==> src/rtl/csr_pkg.sv <==
// Package: shared types and the fixed field map of the register bank.
// Assumes DATA_W-bit registers, word-indexed; each field lies inside one register.
package csr_pkg;

    localparam int DATA_W     = 16;
    localparam int NUM_REGS   = 4;
    localparam int NUM_FIELDS = 13;
    localparam int REG_IDX_W  = (NUM_REGS > 1) ? $clog2(NUM_REGS) : 1;
    localparam int HW_W       = NUM_REGS * DATA_W;

    // Access policy of one field
    typedef enum logic [3:0] {
        POL_RW,        // plain read/write
        POL_WO,        // write-only, holds value
        POL_PULSE,     // write-only, one cycle pulse
        POL_PULSE_ACK, // write-only, held until acknowledge
        POL_RO,        // reads hardware input
        POL_W1C_ST,    // write-1-to-clear, sticky OR of events
        POL_W1S_ST0,   // write-1-to-set, sticky-to-zero AND of input
        POL_COR_ST,    // clear-on-read, sticky OR of events
        POL_ST0,       // sticky-to-zero, write loads
        POL_DEC_SAT,   // decrement-on-read, floor at zero
        POL_DEC_WRAP,  // decrement-on-read, wraps
        POL_INC_SAT,   // increment-on-read, ceiling at all ones
        POL_INC_WRAP   // increment-on-read, wraps
    } policy_e;

    typedef struct packed {
        logic [7:0]        reg_idx;
        logic [7:0]        lsb;
        logic [7:0]        width;
        policy_e           pol;
        logic [DATA_W-1:0] rst;
    } field_t;

    // Field map: register, lowest bit, width, policy, reset value
    function automatic field_t field_desc(int idx);
        field_t d;
        case (idx)
            0:       d = '{8'd0, 8'd0,  8'd8, POL_RW,        16'h005A};
            1:       d = '{8'd0, 8'd8,  8'd4, POL_WO,        16'h0000};
            2:       d = '{8'd0, 8'd12, 8'd1, POL_PULSE,     16'h0000};
            3:       d = '{8'd0, 8'd13, 8'd1, POL_PULSE_ACK, 16'h0000};
            4:       d = '{8'd1, 8'd0,  8'd4, POL_RO,        16'h0000};
            5:       d = '{8'd1, 8'd4,  8'd4, POL_W1C_ST,    16'h0000};
            6:       d = '{8'd1, 8'd8,  8'd4, POL_W1S_ST0,   16'h000F};
            7:       d = '{8'd2, 8'd0,  8'd8, POL_COR_ST,    16'h0000};
            8:       d = '{8'd2, 8'd8,  8'd8, POL_ST0,       16'h00FF};
            9:       d = '{8'd3, 8'd0,  8'd4, POL_DEC_SAT,   16'h0003};
            10:      d = '{8'd3, 8'd4,  8'd4, POL_DEC_WRAP,  16'h0001};
            11:      d = '{8'd3, 8'd8,  8'd4, POL_INC_SAT,   16'h000E};
            default: d = '{8'd3, 8'd12, 8'd4, POL_INC_WRAP,  16'h000F};
        endcase
        return d;
    endfunction

    // Register index of a field, at select width
    function automatic logic [REG_IDX_W-1:0] field_reg(int idx);
        field_t d;
        d = field_desc(idx);
        return d.reg_idx[REG_IDX_W-1:0];
    endfunction

    // Fields the bus may read back
    function automatic logic pol_readable(policy_e p);
        return !(p == POL_WO || p == POL_PULSE || p == POL_PULSE_ACK);
    endfunction

endpackage

==> src/rtl/csr_decode.sv <==
// Module: address decode. Turns a byte address into a one-hot register select.
// Assumes registers sit at multiples of ADDR_MULT starting at zero; a misaligned
// or out-of-range address selects nothing.
module csr_decode #(
    parameter int ADDR_W    = 6,
    parameter int ADDR_MULT = 4,
    parameter int NUM_REGS  = 4
) (
    input  logic [ADDR_W-1:0]   addr,
    output logic [NUM_REGS-1:0] sel,
    output logic                hit
);

    localparam logic [ADDR_W-1:0] MULT_V = ADDR_W'(ADDR_MULT);
    localparam logic [ADDR_W-1:0] REGS_V = ADDR_W'(NUM_REGS);

    logic [ADDR_W-1:0] word;
    logic              aligned;

    // Word index and alignment of the address
    always_comb begin
        word    = addr / MULT_V;
        aligned = ((addr % MULT_V) == '0);
        hit     = aligned && (word < REGS_V);
    end

    for (genvar r = 0; r < NUM_REGS; r++) begin : g_sel
        // Select line of register r
        assign sel[r] = hit && (word == ADDR_W'(r));
    end

endmodule

==> src/rtl/csr_field.sv <==
// Module: one register field. Next state merges bus write, bus read and the
// hardware input in one cycle according to the POL policy.
// Assumes wr_hit/rd_hit are already qualified by address match; write wins over read.
module csr_field import csr_pkg::*; #(
    parameter int             W   = 4,
    parameter policy_e        POL = POL_RW,
    parameter logic [W-1:0]   RST = '0
) (
    input  logic         clk,
    input  logic         rst_n,
    input  logic         wr_hit,
    input  logic         rd_hit,
    input  logic [W-1:0] wd,
    input  logic [W-1:0] hw,
    input  logic         ack,
    output logic [W-1:0] q,
    output logic [W-1:0] rd_val
);

    localparam logic [W-1:0] ALL1     = '1;
    localparam logic         READABLE = pol_readable(POL);

    logic [W-1:0] state;
    logic [W-1:0] nxt;

    // Policy-specific next value
    always_comb begin
        case (POL)
            POL_RW, POL_WO: nxt = wr_hit ? wd : state;
            POL_PULSE:      nxt = wr_hit ? wd : '0;
            POL_PULSE_ACK:  nxt = wr_hit ? wd : (ack ? '0 : state);
            POL_RO:         nxt = hw;
            POL_W1C_ST:     nxt = (wr_hit ? (state & ~wd) : state) | hw;
            POL_W1S_ST0:    nxt = (wr_hit ? (state | wd) : state) & hw;
            POL_COR_ST:     nxt = (rd_hit ? '0 : state) | hw;
            POL_ST0:        nxt = wr_hit ? wd : (state & hw);
            POL_DEC_SAT:    nxt = wr_hit ? wd :
                                  (rd_hit ? ((state == '0) ? state : state - W'(1)) : state);
            POL_DEC_WRAP:   nxt = wr_hit ? wd : (rd_hit ? state - W'(1) : state);
            POL_INC_SAT:    nxt = wr_hit ? wd :
                                  (rd_hit ? ((state == ALL1) ? state : state + W'(1)) : state);
            POL_INC_WRAP:   nxt = wr_hit ? wd : (rd_hit ? state + W'(1) : state);
            default:        nxt = state;
        endcase
    end

    // Field flop with synchronous active-low reset
    always_ff @(posedge clk) begin
        if (!rst_n) state <= RST;
        else        state <= nxt;
    end

    // Visible value and read-back value
    always_comb begin
        q      = (POL == POL_RO) ? hw : state;
        rd_val = READABLE ? q : '0;
    end

    // a read clears the field, only same-cycle events survive
    p_cor_clears_r7: assert property (@(posedge clk) disable iff (!rst_n)
        (POL == POL_COR_ST) && rd_hit |=> (q == $past(hw)));

    // an event bit is set on the next cycle even under a clear
    p_w1c_event_wins_r5: assert property (@(posedge clk) disable iff (!rst_n)
        (POL == POL_W1C_ST) && (hw != '0) |=> ((q & $past(hw)) == $past(hw)));

    // a low hardware bit forces the field bit low
    p_st0_drops_r8: assert property (@(posedge clk) disable iff (!rst_n)
        ((POL == POL_W1S_ST0) || ((POL == POL_ST0) && !wr_hit)) |=> ((q & ~$past(hw)) == '0));

    // saturating decrement holds at zero
    p_dec_floor_r9: assert property (@(posedge clk) disable iff (!rst_n)
        (POL == POL_DEC_SAT) && rd_hit && !wr_hit && (q == '0) |=> (q == '0));

    // saturating increment holds at all ones
    p_inc_ceiling_r10: assert property (@(posedge clk) disable iff (!rst_n)
        (POL == POL_INC_SAT) && rd_hit && !wr_hit && (q == ALL1) |=> (q == ALL1));

    // without a write the pulse is low on the next cycle
    p_pulse_one_cycle_r11: assert property (@(posedge clk) disable iff (!rst_n)
        (POL == POL_PULSE) && !wr_hit |=> (q == '0));

    // acknowledge clears the held pulse
    p_ack_clears_r12: assert property (@(posedge clk) disable iff (!rst_n)
        (POL == POL_PULSE_ACK) && ack && !wr_hit |=> (q == '0));

    // counters move only on an addressed read or write
    p_no_access_hold_r13: assert property (@(posedge clk) disable iff (!rst_n)
        ((POL == POL_DEC_SAT) || (POL == POL_DEC_WRAP) ||
         (POL == POL_INC_SAT) || (POL == POL_INC_WRAP)) && !rd_hit && !wr_hit
        |=> $stable(q));

endmodule

==> src/rtl/csr_readmux.sv <==
// Module: read mux. ORs the read-back values of all fields of the selected register.
// Assumes each field's value is already placed at its bit position and fields do not overlap.
module csr_readmux import csr_pkg::*; (
    input  logic [NUM_REGS-1:0]                sel,
    input  logic [NUM_FIELDS-1:0][DATA_W-1:0]  fld_rd,
    output logic [DATA_W-1:0]                  rdata
);

    // OR tree gated by the register select
    always_comb begin
        rdata = '0;
        for (int i = 0; i < NUM_FIELDS; i++) begin
            if (sel[field_reg(i)]) rdata = rdata | fld_rd[i];
        end
    end

endmodule

==> src/rtl/csr_bank.sv <==
// Module: register bank top. Decodes the bus access, runs one policy cell per
// field of the fixed map and muxes read data. Single-cycle bus, no wait states;
// read data is combinational from current state.
module csr_bank import csr_pkg::*; #(
    parameter int ADDR_W    = 6,
    parameter int ADDR_MULT = 4
) (
    input  logic                  clk,
    input  logic                  rst_n,
    input  logic [ADDR_W-1:0]     addr,
    input  logic                  wr_en,
    input  logic                  rd_en,
    input  logic [DATA_W-1:0]     wdata,
    output logic [DATA_W-1:0]     rdata,
    input  logic [HW_W-1:0]       hw_in,
    input  logic [NUM_FIELDS-1:0] hw_ack,
    output logic [HW_W-1:0]       fld_q
);

    logic [NUM_REGS-1:0]               sel;
    logic                              hit;
    logic [NUM_FIELDS-1:0][DATA_W-1:0] rd_place;
    logic [NUM_FIELDS-1:0][HW_W-1:0]   q_place;
    logic                              unused_hw_bits;

    csr_decode #(
        .ADDR_W   (ADDR_W),
        .ADDR_MULT(ADDR_MULT),
        .NUM_REGS (NUM_REGS)
    ) u_dec (
        .addr(addr),
        .sel (sel),
        .hit (hit)
    );

    for (genvar i = 0; i < NUM_FIELDS; i++) begin : g_fld
        localparam field_t D    = field_desc(i);
        localparam int     W    = int'(D.width);
        localparam int     LSB  = int'(D.lsb);
        localparam int     REG  = int'(D.reg_idx);
        localparam int     BASE = REG * DATA_W + LSB;

        logic [W-1:0] f_q;
        logic [W-1:0] f_rd;

        csr_field #(
            .W  (W),
            .POL(D.pol),
            .RST(D.rst[W-1:0])
        ) u_fld (
            .clk   (clk),
            .rst_n (rst_n),
            .wr_hit(wr_en & sel[REG]),
            .rd_hit(rd_en & sel[REG]),
            .wd    (wdata[LSB +: W]),
            .hw    (hw_in[BASE +: W]),
            .ack   (hw_ack[i]),
            .q     (f_q),
            .rd_val(f_rd)
        );

        // Place field values at their register and bank positions
        assign rd_place[i] = DATA_W'(f_rd) << LSB;
        assign q_place[i]  = HW_W'(f_q) << BASE;
    end

    csr_readmux u_rmux (
        .sel   (sel),
        .fld_rd(rd_place),
        .rdata (rdata)
    );

    // Merge all placed field values onto the status vector
    always_comb begin
        fld_q = '0;
        for (int i = 0; i < NUM_FIELDS; i++) fld_q = fld_q | q_place[i];
    end

    // Hardware bits outside any field are not used
    assign unused_hw_bits = ^hw_in;

    // an unselected address reads zero
    p_unmapped_zero_r2: assert property (@(posedge clk) disable iff (!rst_n)
        !hit |-> (rdata == '0));

    // write-only and pulse bits of register 0 never reach read data
    p_wo_reads_zero_r3: assert property (@(posedge clk) disable iff (!rst_n)
        sel[0] |-> (rdata[DATA_W-1:8] == '0));

    // at most one register selected
    p_one_select_r2: assert property (@(posedge clk) disable iff (!rst_n)
        $onehot0(sel));

endmodule

==> config.mk <==
export PLATFORM = sky130hd
export DESIGN_NAME = csr_bank
export DESIGN_NICKNAME = d
export VERILOG_FILES = /design/src/rtl/csr_pkg.sv /design/src/rtl/csr_decode.sv /design/src/rtl/csr_field.sv /design/src/rtl/csr_readmux.sv /design/src/rtl/csr_bank.sv
export SDC_FILE = /design/constraint.sdc
export NUM_CORES = 1
export LEC_CHECK = 0
export CAP_MARGIN = 10
export CORE_UTILIZATION = 50
export CTS_CLUSTER_DIAMETER = 50
export DETAILED_ROUTE_END_ITERATION = 12
export DONT_BUFFER_PORTS = 1
export HOLD_SLACK_MARGIN = 0.03
export PLACE_DENSITY = 0.71
export SYNTH_ARGS = -nofsm -noshare
export SYNTH_HDL_FRONTEND = slang
export SYNTH_HIERARCHICAL = 1
export SYNTH_SLANG_ARGS = --single-unit
==> constraint.sdc <==
create_clock -name clk -period 2.7 [get_ports clk]
set_input_delay 0.54 -clock clk [delete_from_list [all_inputs] [get_ports clk]]
set_output_delay 0.54 -clock clk [all_outputs]
set_load 0.01 [all_outputs]
== Word-level counts from Yosys, hierarchy flattened ==
Cells that the tools add are included.

* $lt $le $gt $ge: 1
* $add $sub $neg: 4
* Equal/unequal tests: 6
* Bitwise logic cells: 34
* Reduce and logical (&&, ||, !) cells: 13
* Muxes and demuxes: 26

{| class="wikitable"
|+ Operators by type and width
! cell !! number
|-
| two-way mux 16 bit || 9
|-
| bitwise OR 64 x 13 -> 64 bit || 1
|-
| bitwise OR 64 x 14 -> 64 bit || 1
|-
| bitwise OR 64 x 20 -> 64 bit || 1
|-
| bitwise OR 64 x 24 -> 64 bit || 1
|-
| bitwise OR 64 x 28 -> 64 bit || 1
|-
| bitwise OR 64 x 40 -> 64 bit || 1
|-
| bitwise OR 64 x 48 -> 64 bit || 1
|-
| bitwise OR 64 x 52 -> 64 bit || 1
|-
| bitwise OR 64 x 56 -> 64 bit || 1
|-
| bitwise OR 64 x 60 -> 64 bit || 1
|-
| bitwise OR 64 bit || 1
|-
| two-way mux 4 bit || 12
|-
| bitwise OR 16 x 8 -> 16 bit || 3
|-
| bitwise OR 16 x 12 -> 16 bit || 2
|-
| bitwise OR 16 bit || 2
|-
| bitwise OR 16 x 4 -> 16 bit || 2
|-
| two-way mux 8 bit || 3
|-
| zero test 6 bit || 2
|-
| bitwise OR 8 x 12 -> 12 bit || 1
|-
| adder 4 x 1 -> 4 bit, second input constant || 2
|-
| AND 4 bit || 2
|-
| AND 8 bit || 1
|-
| == test 4 x 2 -> 1 bit, second input constant || 2
|-
| 14 further kinds || 30
|}

* Output and inout port bits: 80
* Word-level logic and storage cells: 96
* Input bits: 103
* Flip-flop bits (word level): 54

== Depth between registers and ports, before layout ==
Gate-level depths: netlist of run 1.

* Depth after elaboration: 22
* Depth in mapped cells: 8
* Depth with buffers taken out: 7

== Hierarchy ==
Netlist of run 1, hierarchy kept.

{| class="wikitable"
|+ By module, submodules not included
! module !! cells each !! instances !! area an instance (um^2) !! seq. area each (um^2)
|-
| csr_readmux || 85 || 1 || 620.6 || 0.0
|-
| csr_field at g_fld[8].u_fld || 43 || 1 || 386.6 || 160.2
|-
| csr_field at g_fld[0].u_fld || 33 || 1 || 351.6 || 160.2
|-
| csr_field at g_fld[7].u_fld || 33 || 1 || 335.3 || 160.2
|-
| csr_field at g_fld[9].u_fld || 34 || 1 || 291.5 || 80.1
|-
| csr_field at g_fld[11].u_fld || 32 || 1 || 275.3 || 80.1
|-
| csr_field at g_fld[10].u_fld || 27 || 1 || 244.0 || 80.1
|-
| csr_field at g_fld[12].u_fld || 27 || 1 || 242.7 || 80.1
|-
| csr_field at g_fld[1].u_fld || 18 || 1 || 190.2 || 80.1
|-
| csr_field at g_fld[5].u_fld || 20 || 1 || 170.2 || 80.1
|-
| csr_field at g_fld[6].u_fld || 20 || 1 || 165.2 || 80.1
|-
| csr_bank || 17 || 1 || 113.9 || 0.0
|-
| csr_field at g_fld[4].u_fld || 8 || 1 || 60.1 || 0.0
|-
| csr_field at g_fld[3].u_fld || 5 || 1 || 52.6 || 20.0
|-
| +2 rows || - || - || - || -
|}

== Worst setup path before layout of run 1 ==
Ideal clock, no wire load.

* Kind: input to register
* From: input port addr[5]
* To: register g_fld[9].u_fld.state[3]
* Cell stages on the path: 7
* Arrival time: 2.558 ns
* Setup time: 0.119 ns
* Setup slack: 0.023 ns
* Path buffers: 0
* Data required time: 2.581 ns
* Cells stage by stage: or4_4 > inv_2 > and3_1 > and2_1 > nor4b_1 > mux2i_1 > a21oi_1

* Word-level cells in the longest chain between the ends: 6
* Elaborated cells on any way between the ends: 10
* Those cells by class: order compare: 1; eq/ne: 2; mux: 1; bitwise: 2; reduce/logical: 4

{| class="wikitable"
|+ Ends and longest elaborated chain
! what !! RTL line !! RTL
|-
| start: declaration || csr_bank.sv:10 || <nowiki>input logic [ADDR_W-1:0] addr,</nowiki>
|-
| less-than comparator 4 x 3 -> 1 bit * || csr_decode.sv:24 || <nowiki>hit = aligned && (word < REGS_V);</nowiki>
|-
| logical AND 1 bit * || csr_decode.sv:24 ||
|-
| named net hit || csr_bank.sv:21 || <nowiki>logic hit;</nowiki>
|-
| logical AND 1 bit * || csr_decode.sv:29 || <nowiki>assign sel[r] = hit && (word == ADDR_W'(r));</nowiki>
|-
| named net sel[3] || csr_bank.sv:20 || <nowiki>logic [NUM_REGS-1:0] sel;</nowiki>
|-
| AND 1 bit (on tied branches) || csr_bank.sv:53, csr_bank.sv:54 ||
|-
| != test 2 x 1 -> 1 bit (no line) or nonzero test 2 bit (tied branches) || - ||
|-
| AND reduction 2 bit (no line) || - ||
|-
| end signal: assignment || csr_field.sv:50 || <nowiki>else state <= nxt;</nowiki>
|-
| end: declaration || csr_field.sv:23 || <nowiki>logic [W-1:0] state;</nowiki>
|}

Mark *: on every way through the listed nets, which the timed path passes. The rest lies on a longest branch.
A chain may end at the register's enable or synchronous reset.

== Worst setup path in the final report of run 1 ==
* From: input port addr[5]
* To: output port rdata[6]

* Elaborated cells on any way between the ends: 29
* Those cells by class: order compare: 1; eq/ne: 3; mux: 10; bitwise: 9; reduce/logical: 6

{| class="wikitable"
|+ RTL lines
! what !! RTL line !! RTL
|-
| less-than comparator 4 x 3 -> 1 bit || csr_decode.sv:24 ||
|-
| logical AND 1 bit || csr_decode.sv:24 ||
|-
| logical AND 1 bit * || csr_decode.sv:29 ||
|-
| named net sel[2] || csr_bank.sv:20 ||
|-
| two-way mux 16 bit || csr_readmux.sv:13 || <nowiki>if (sel[field_reg(i)]) rdata = rdata | fld_rd[i];</nowiki>
|-
| bitwise OR 16 bit || csr_readmux.sv:13 ||
|-
| two-way mux 16 bit * || csr_readmux.sv:13 ||
|-
| bitwise OR 16 x 4 -> 16 bit || csr_readmux.sv:13 ||
|-
| two-way mux 16 bit * || csr_readmux.sv:13 ||
|-
| bitwise OR 16 x 8 -> 16 bit || csr_readmux.sv:13 ||
|-
| two-way mux 16 bit * || csr_readmux.sv:13 ||
|-
| bitwise OR 16 x 12 -> 16 bit || csr_readmux.sv:13 ||
|-
| two-way mux 16 bit * || csr_readmux.sv:13 ||
|-
| bitwise OR 16 bit || csr_readmux.sv:13 ||
|-
| two-way mux 16 bit * || csr_readmux.sv:13 ||
|-
| end: declaration || csr_bank.sv:14 || <nowiki>output logic [DATA_W-1:0] rdata,</nowiki>
|}

Marked as above.

==> results of run 1 <==
==> worst reg2reg max path, delay by kind of cell, from the launching register on <==
kind / cells / cell delay (ps)
simple gates: 1 / 420
flops: 1 / 400
fa+ha+maj: 1 / 200
compound gates: 2 / 440
buf+inv: 1 / 130
==> path summary, 6_finish.rpt <==
kind,from,endpoint,slack (ps),depth (start not counted)
worst max register to register,g_fld[9].u_fld/q[0],g_fld[9].u_fld/q[0],990,5
worst max-delay path,addr[5],rdata[6],240,5
worst min register to register,g_fld[8].u_fld/q[5],g_fld[8].u_fld/q[5],560,2
worst min-delay path,rst_n,g_fld[12].u_fld/q[1],310,1
==> placed cells by master (no fill, tap or decap), types with 6 or more instances in the layout <==
cell                       instances
sky130_fd_sc_hd__o41ai_1          32
sky130_fd_sc_hd__o21ai_0          21
sky130_fd_sc_hd__clkbuf_8          6
sky130_fd_sc_hd__o21a_1            8
sky130_fd_sc_hd__nor2b_1          17
sky130_fd_sc_hd__o31ai_1          16
sky130_fd_sc_hd__inv_1            18
sky130_fd_sc_hd__dfxtp_1          54
sky130_fd_sc_hd__o211ai_1          7
sky130_fd_sc_hd__nand4_1          19
sky130_fd_sc_hd__and2_1            6
sky130_fd_sc_hd__a21oi_1          12
sky130_fd_sc_hd__o21ai_1           8
sky130_fd_sc_hd__conb_1          162
sky130_fd_sc_hd__mux2i_1          17
sky130_fd_sc_hd__nand2_1          30
sky130_fd_sc_hd__buf_4            15
==> metrics by stage <==
step	util [%]	hold slack, ps	setup slack (ps)	area [µm²]	power, mW
floorplan	-	520	22.6	4160	1.03
global placement	55.2	541	239	3770	0.987
detailed placement	55.2	543	240	3770	0.991
CTS	56.9	286	239	3880	1.55
global route	56.9	284	149	3880	1.61
finish	56.9	314	238	3880	1.53
==> power breakdown <==
group / switching [mW] / internal, mW / total [mW]
registers: 0.0416 / 0.825 / 0.867
clock network: 0.260 / 0.297 / 0.557
logic: 0.0692 / 0.0397 / 0.109
total: 0.371 / 1.16 / 1.53
==> per-layer routing <==
metal,GRT usage [%],share of wire [%]
met1,29.2,45
met2,37.7,47
met3,6.67,6.9
met4,5.91,1.2
met5,0,0
==> cell type report <==
class,count,area (µm²),share of cell area (%)
multi-input combinational,411,2380,61.4
clock inverter,1,30.0,0.773
sequential,54,1080,27.8
clock buffer,6,82.6,2.13
tap,96,120,3.09
timing repair buffer,15,113,2.90
inverter,20,75.1,1.93
==> reports/qor.csv, run 1 <==
metric,value,unit
outcome,"finished, final reports clean",
Setup crit end kind,output pin,
Antenna Cells,0,
TritonCTS Sinks,54,
global placement routability congestion,0.783,
PD cells,395,mW/mm²
First DRT Iteration DRCs,67,
highest cell delay on the worst timing path,570,ps
postcts setup bufs,0,
via density per instance,4.89,
I/O Buffers,0,
chain of cells forming the critical path,"or4_4, nor3b_2, buf_4, o21ai_0, nand4_1",
number of buffers added by the clock tree synthesis step,5,
Final setup viols,0,
share of final-layout standard cells stronger than drive strength 1,7.89,%
worst endpoint required time,2160,ps
RSZ-0062 raised after global routing,no,
CTS Root Cell,sky130_fd_sc_hd__clkbuf_8,
largest net degree at the start of global routing,61,
Post-DP HPWL,6330,µm
worst vdd rail ir drop,0.000262,V
mean cell area of the mapped netlist,8.71,µm²
starting density of the core,52.3,%
clock tree from TritonCTS,built,
synthesis-to-layout area growth,8.79,%
TritonRoute pass-1 iters,4,
cell at the slowest stage of the critical path,sky130_fd_sc_hd__or4_4,
sum of buffers and inverters on the critical path,1,
row count,30,
final std cells w/o fill,603,
Max Freq,406,MHz
total of fill cells in the finished design,671,
Clock H-tree levels,2,
top-level I/O count,183,
final net count,615,
startpoint-to-endpoint class of the critical path,in2out,
"Max FO, Critical Path",17,
Total GRT Usage,22.8,%
clock network latency to the later pin of the worst-skew pair,300,ps
DRC violation count after routing,0,
standard cell core area,0.00683,mm²
Clock Tree Buf Depth,2,
Synth Instances,410,
Congestion Overflow GR,0,
setup TNS after final layout,0,ps
hold bufs inserted after CTS,0,
largest clock skew in the final design,1.62,ps
post-route clock period utilization,91.2,%
category of cells accounting for the largest share of critical-path delay,simple AND/OR/NAND/NOR gates,
time the worst path needs with I/O delays and setup,2460,ps
Crit path arrival time,1920,ps
element type at the critical path start,primary input,
wire length of the first global-routing pass,13200,µm
number of warnings reported in the yosys synthesis log,6,
horizontal die dimension,86.5,µm
static leakage,1.70,nW
endpoints failing hold,0,
antenna violation net count after detailed routing,0,
mapped cell area,0.00357,mm²
via count,2947,
routed len/inst,14.0,µm
Clock transition at path regs,100,ps
DP Cell Count,596,
number of violations of the max-capacitance limit,0,
vias in the first global route,2669,
number of slew-limit violations in the final report,0,
worst min-delay path class,in2reg,
overall die height,86.5,µm
WL final,8450,µm
Post-CTS Resized,0,
die outline area,0.00748,mm²
max FFs per register,54,
number of antenna violations at the first check in global routing,0,
(Power assumes the default switching activity.)
==> run 2, diff against run 1 <==
CORE_UTILIZATION = 64   (was 50)
PLACE_DENSITY = 0.83   (was 0.71)
clock period = 2.4 ns   (was 2.7 ns; I/O delays follow)
==> run 2 against run 1 <==
Compared with the run above: register-to-register slack worse by 290 ps; via count grew 0.64%; first-iteration DRC count rose by 73%; highest routed layer unchanged; combinational power rose by 15%; largest power group unchanged; core utilization up 17 points.
==> reports/qor.csv, run 2 (synthesis results as in run 1) <==
metric,value,unit
outcome,"finished, final reports clean",
post-route clock period utilization,97.3,%
RSZ-0062 raised after global routing,no,
First DRT Iteration DRCs,116,
global placement routability congestion,0.826,
Max Freq,428,MHz
worst endpoint required time,1920,ps
synthesis-to-layout area growth,8.93,%
number of slew-limit violations in the final report,0,
Crit path arrival time,1860,ps
TritonRoute pass-1 iters,4,
Setup crit end kind,output pin,
number of antenna violations at the first check in global routing,0,
worst vdd rail ir drop,0.000433,V
Clock H-tree levels,2,
element type at the critical path start,primary input,
PD cells,442,mW/mm²
Congestion Overflow GR,0,
endpoints failing hold,0,
number of buffers added by the clock tree synthesis step,5,
final net count,618,
I/O Buffers,0,
Total GRT Usage,28.1,%
"Max FO, Critical Path",8,
clock tree from TritonCTS,built,
DRC violation count after routing,0,
utilization after layout,74.3,%
Post-DP HPWL,6240,µm
max FFs per register,54,
static leakage,1.71,nW
Clock transition at path regs,100,ps
row count,26,
"commonest non-fill, non-tap cell in the layout",sky130_fd_sc_hd__conb_1,
startpoint-to-endpoint class of the critical path,in2out,
via count,2966,
"commonest cells after routing, fill and taps aside","sky130_fd_sc_hd__conb_1 (162), sky130_fd_sc_hd__dfxtp_1 (54), sky130_fd_sc_hd__o41ai_1 (32)",
share of final-layout standard cells stronger than drive strength 1,9.00,%
top-level I/O count,183,
DP Cell Count,573,
clock network latency to the later pin of the worst-skew pair,300,ps
CTS Root Cell,sky130_fd_sc_hd__clkbuf_8,
worst min-delay path class,in2reg,
postcts setup bufs,0,
vias in the first global route,2860,
standard cell core area,0.00524,mm²
antenna violation net count after detailed routing,0,
Final setup viols,0,
Clock Tree Buf Depth,2,
number of violations of the max-capacitance limit,0,
via density per instance,5.10,
starting density of the core,68.2,%
overall die height,76.7,µm
final std cells w/o fill,581,
Antenna Cells,0,
horizontal die dimension,76.7,µm
time the worst path needs with I/O delays and setup,2340,ps
wire length of the first global-routing pass,13200,µm
die outline area,0.00588,mm²
routed len/inst,14.1,µm
TritonCTS Sinks,54,
WL final,8180,µm
largest net degree at the start of global routing,61,
largest clock skew in the final design,3.89,ps
-- run 2: cell types whose count changed in the layout (fill, tap and decap cells not counted), sizes merged --
cell,change
buf,+3
clkinvlp,+1
-- run 2: power by group --
group | internal [mW] | switching (mW)
combinational | 0.0453 | 0.0795
sequential | 0.928 | 0.0474
clock | 0.312 | 0.306
total | 1.29 | 0.433
-- run 2: worst max-delay path, stage by stage --
cell	delay (ps)
sky130_fd_sc_hd__or4_4	560
sky130_fd_sc_hd__inv_2	60
sky130_fd_sc_hd__and3_2	260
sky130_fd_sc_hd__buf_4	200
sky130_fd_sc_hd__o41ai_1	90
sky130_fd_sc_hd__nand4_1	200
-- run 2: per-layer routing --
layer | routed length, µm | vias to the layer above | global-route usage, %
met5 | 0 | - | 0
met4 | 75 | 0 | 7.50
met3 | 650 | 6 | 8.93
met2 | 3900 | 102 | 48.4
met1 | 3550 | 1360 | 33.5
li1 | - | 1498 | -
-- run 2: path summary, 6_finish.rpt --
kind / endpoint / cells past startpoint / slack (ps) / start
max reg2reg: g_fld[9].u_fld/q[0] / 5 / 700 / g_fld[9].u_fld/q[0]
max: rdata[0] / 6 / 60 / addr[5]
min reg2reg: g_fld[8].u_fld/q[5] / 2 / 560 / g_fld[8].u_fld/q[5]
min: g_fld[6].u_fld/q[3] / 1 / 250 / rst_n
-- run 2: cell type report --
cell class | count | area [µm²]
Clock buffer | 6 | 72.6
Clock inverter | 2 | 37.5
Fill cell | 449 | 1350
Inverter | 20 | 75.1
Multi-Input combinational cell | 411 | 2390
Sequential cell | 54 | 1080
Tap cell | 70 | 87.6
Timing Repair Buffer | 18 | 148
-- run 2: timing repair --
action,in CTS,in global routing
hold buffers,0,0
hold endpoints to repair,0,0
resized for setup,0,1
endpoints found under the setup margin,0,7
-- run 2: metrics by stage --
step / hold slack (ps) / setup slack, ps / power (mW) / area (µm²) / TNS [ps]
after detailed placement: 545 / -36.3 / 1.12 / 3780 / -81.7
final: 253 / 64.4 / 1.72 / 3890 / 0
after floorplan: 520 / 46.6 / 1.16 / 4170 / 0
after global routing: 224 / 5.19 / 1.79 / 3890 / 0
after CTS: 224 / 13.3 / 1.72 / 3890 / 0
after global placement: 539 / -4.27 / 1.11 / 3780 / -4.27
==> run 3, diff against run 2 <==
REMOVE_ABC_BUFFERS = 1   (was not set)
==> run 3 against run 2 <==
Compared with the run above: count of clock-buffer cells in the layout stayed put; global-route usage shrank 0.30 points; clock power is 19% lower; via count up 2.2%; design area fell by 0.64%; sequential share of layout area up 0.18 points; critical path depth unchanged; final cell count did not move; core utilization fell by 0.48 points; hold slack got worse by 11 ps; flip-flop and latch count unchanged; non-clock buffer count did not move; largest cell class unchanged; largest power group unchanged; highest routed layer unchanged.
==> reports/qor.csv, run 3 (synthesis results as in run 1) <==
metric,value,unit
PD cells,415,mW/mm²
"commonest cells after routing, fill and taps aside","sky130_fd_sc_hd__conb_1 (162), sky130_fd_sc_hd__dfxtp_1 (54), sky130_fd_sc_hd__o41ai_1 (32)",
TritonCTS Sinks,54,
WL final,8090,µm
Antenna Cells,0,
top-level I/O count,183,
via density per instance,5.22,
Congestion Overflow GR,0,
post-route clock period utilization,95.1,%
standard cell core area,0.00524,mm²
worst endpoint required time,1920,ps
antenna violation net count after detailed routing,0,
number of antenna violations at the first check in global routing,0,
number of slew-limit violations in the final report,0,
number of buffers added by the clock tree synthesis step,5,
startpoint-to-endpoint class of the critical path,in2out,
vias in the first global route,2941,
Final setup viols,0,
clock tree from TritonCTS,built,
Post-DP HPWL,6150,µm
outcome,"finished, final reports clean",
I/O Buffers,0,
wire length of the first global-routing pass,13100,µm
endpoints failing hold,0,
overall die height,76.7,µm
clock network latency to the later pin of the worst-skew pair,300,ps
First DRT Iteration DRCs,91,
element type at the critical path start,primary input,
switching power of the nets,0.422,mW
Clock transition at path regs,100,ps
Total GRT Usage,27.8,%
Crit path arrival time,1800,ps
synthesis-to-layout area growth,8.23,%
die outline area,0.00588,mm²
Setup crit end kind,output pin,
share of final-layout standard cells stronger than drive strength 1,8.41,%
number of violations of the max-capacitance limit,0,
part of the power in the clock network,31.3,%
"Max FO, Critical Path",14,
sum of buffers and inverters on the critical path,2,
category of cells accounting for the largest share of critical-path delay,simple AND/OR/NAND/NOR gates,
static leakage,1.71,nW
final std cells w/o fill,581,
"commonest non-fill, non-tap cell in the layout",sky130_fd_sc_hd__conb_1,
CTS Root Cell,sky130_fd_sc_hd__clkbuf_8,
worst min-delay path class,in2reg,
Sequential Power Share,60.8,%
DRC violation count after routing,0,
final net count,618,
global placement routability congestion,0.876,
fraction of power consumed by combinational cells,7.9,%
largest net degree at the start of global routing,61,
net switching fraction of the power,26.3,%
DP Cell Count,573,
TritonRoute pass-1 iters,5,
highest cell delay on the worst timing path,560,ps
utilization after layout,73.8,%
Clock H-tree levels,2,
starting density of the core,68.2,%
Max Freq,438,MHz
postcts setup bufs,0,
routed len/inst,13.9,µm
via count,3031,
Int Power,1.18,mW
row count,26,
largest clock skew in the final design,1.56,ps
RSZ-0062 raised after global routing,no,
Clock Tree Buf Depth,2,
cell at the slowest stage of the critical path,sky130_fd_sc_hd__or4_4,
time the worst path needs with I/O delays and setup,2280,ps
horizontal die dimension,76.7,µm
worst vdd rail ir drop,0.000262,V
chain of cells forming the critical path,"or4_4, inv_2, and3_1, buf_6, o41ai_1, nand4_1",
max FFs per register,54,
==> run 3: cell types whose count changed in the layout (fill, tap and decap cells not counted) <==
cell	before	now
sky130_fd_sc_hd__and2_1	4	6
sky130_fd_sc_hd__and2_2	1	0
sky130_fd_sc_hd__and2_4	1	0
sky130_fd_sc_hd__and3_1	2	3
sky130_fd_sc_hd__and3_2	1	0
sky130_fd_sc_hd__buf_4	17	16
sky130_fd_sc_hd__buf_6	0	1
sky130_fd_sc_hd__bufinv_16	1	0
sky130_fd_sc_hd__clkinv_2	0	1
sky130_fd_sc_hd__clkinv_4	0	1
sky130_fd_sc_hd__clkinvlp_4	1	0
==> run 3: final timing paths <==
kind	start	end	slack [ps]	cells past startpoint
max	addr[5]	rdata[0]	120	6
min reg2reg	g_fld[8].u_fld/q[6]	g_fld[8].u_fld/q[6]	550	2
max reg2reg	g_fld[9].u_fld/q[0]	g_fld[9].u_fld/q[0]	670	5
min	rst_n	g_fld[0].u_fld/q[4]	240	1
==> run 3: worst reg2reg max path: cells and delay by family (launching register included) <==
| kind | cells | cell delay, ps |
|---|---|---|
| AOI/OAI and AO/OA | 2 | 460 |
| and+or+nand+nor | 1 | 420 |
| DFF | 1 | 400 |
| adders and majority gates | 1 | 200 |
| buffers and inverters | 1 | 140 |
==> run 3: final cells by class <==
class	count	area (µm²)
Fill cell	423	1370
Clock buffer	6	72.6
Timing Repair Buffer	18	151
Clock inverter	2	13.8
Sequential cell	54	1080
Multi-Input combinational cell	411	2380
Tap cell	70	87.6
Inverter	20	75.1
==> run 3: per-stage QoR <==
| step | cell area [µm²] | hold slack [ps] | setup slack [ps] | setup TNS, ps | power (mW) |
|---|---|---|---|---|---|
| 3_5_place_dp | 3770 | 538 | 35.2 | 0 | 1.11 |
| 5_1_grt | 3860 | 220 | 37.8 | 0 | 1.68 |
| 6_report | 3860 | 242 | 118 | 0 | 1.60 |
| 3_3_place_gp | 3770 | 533 | 68.1 | 0 | 1.11 |
| 2_1_floorplan | 3530 | 516 | -660 | -17960 | 1.09 |
| 4_1_cts | 3860 | 231 | 67.6 | 0 | 1.61 |
==> run 3: power by group through the flow <==
stage | Clock (mW) | Combinational (mW) | Sequential, mW
floorplan | 0 | 0.102 | 0.986
global placement | 0 | 0.114 | 0.994
detailed placement | 0 | 0.120 | 0.995
CTS | 0.514 | 0.120 | 0.974
global route | 0.548 | 0.150 | 0.979
finish | 0.502 | 0.127 | 0.974
==> run 3: per-layer routing <==
| metal | global-route usage (%) | wire [µm] | part of all wire, % | up-vias |
|---|---|---|---|---|
| met5 | 0 | 0 | 0 | - |
| met4 | 9.23 | 131 | 1.6 | 0 |
| met3 | 8.57 | 470 | 5.8 | 12 |
| met2 | 51.0 | 4060 | 50 | 112 |
| met1 | 30.0 | 3430 | 42 | 1415 |
| li1 | - | - | - | 1492 |
==> run 3: repair_timing <==
action | CTS | global route
hold endpoints to repair | 0 | 0
resized for setup | 0 | 1
endpoints found under the setup margin | 0 | 1
hold buffers | 0 | 0
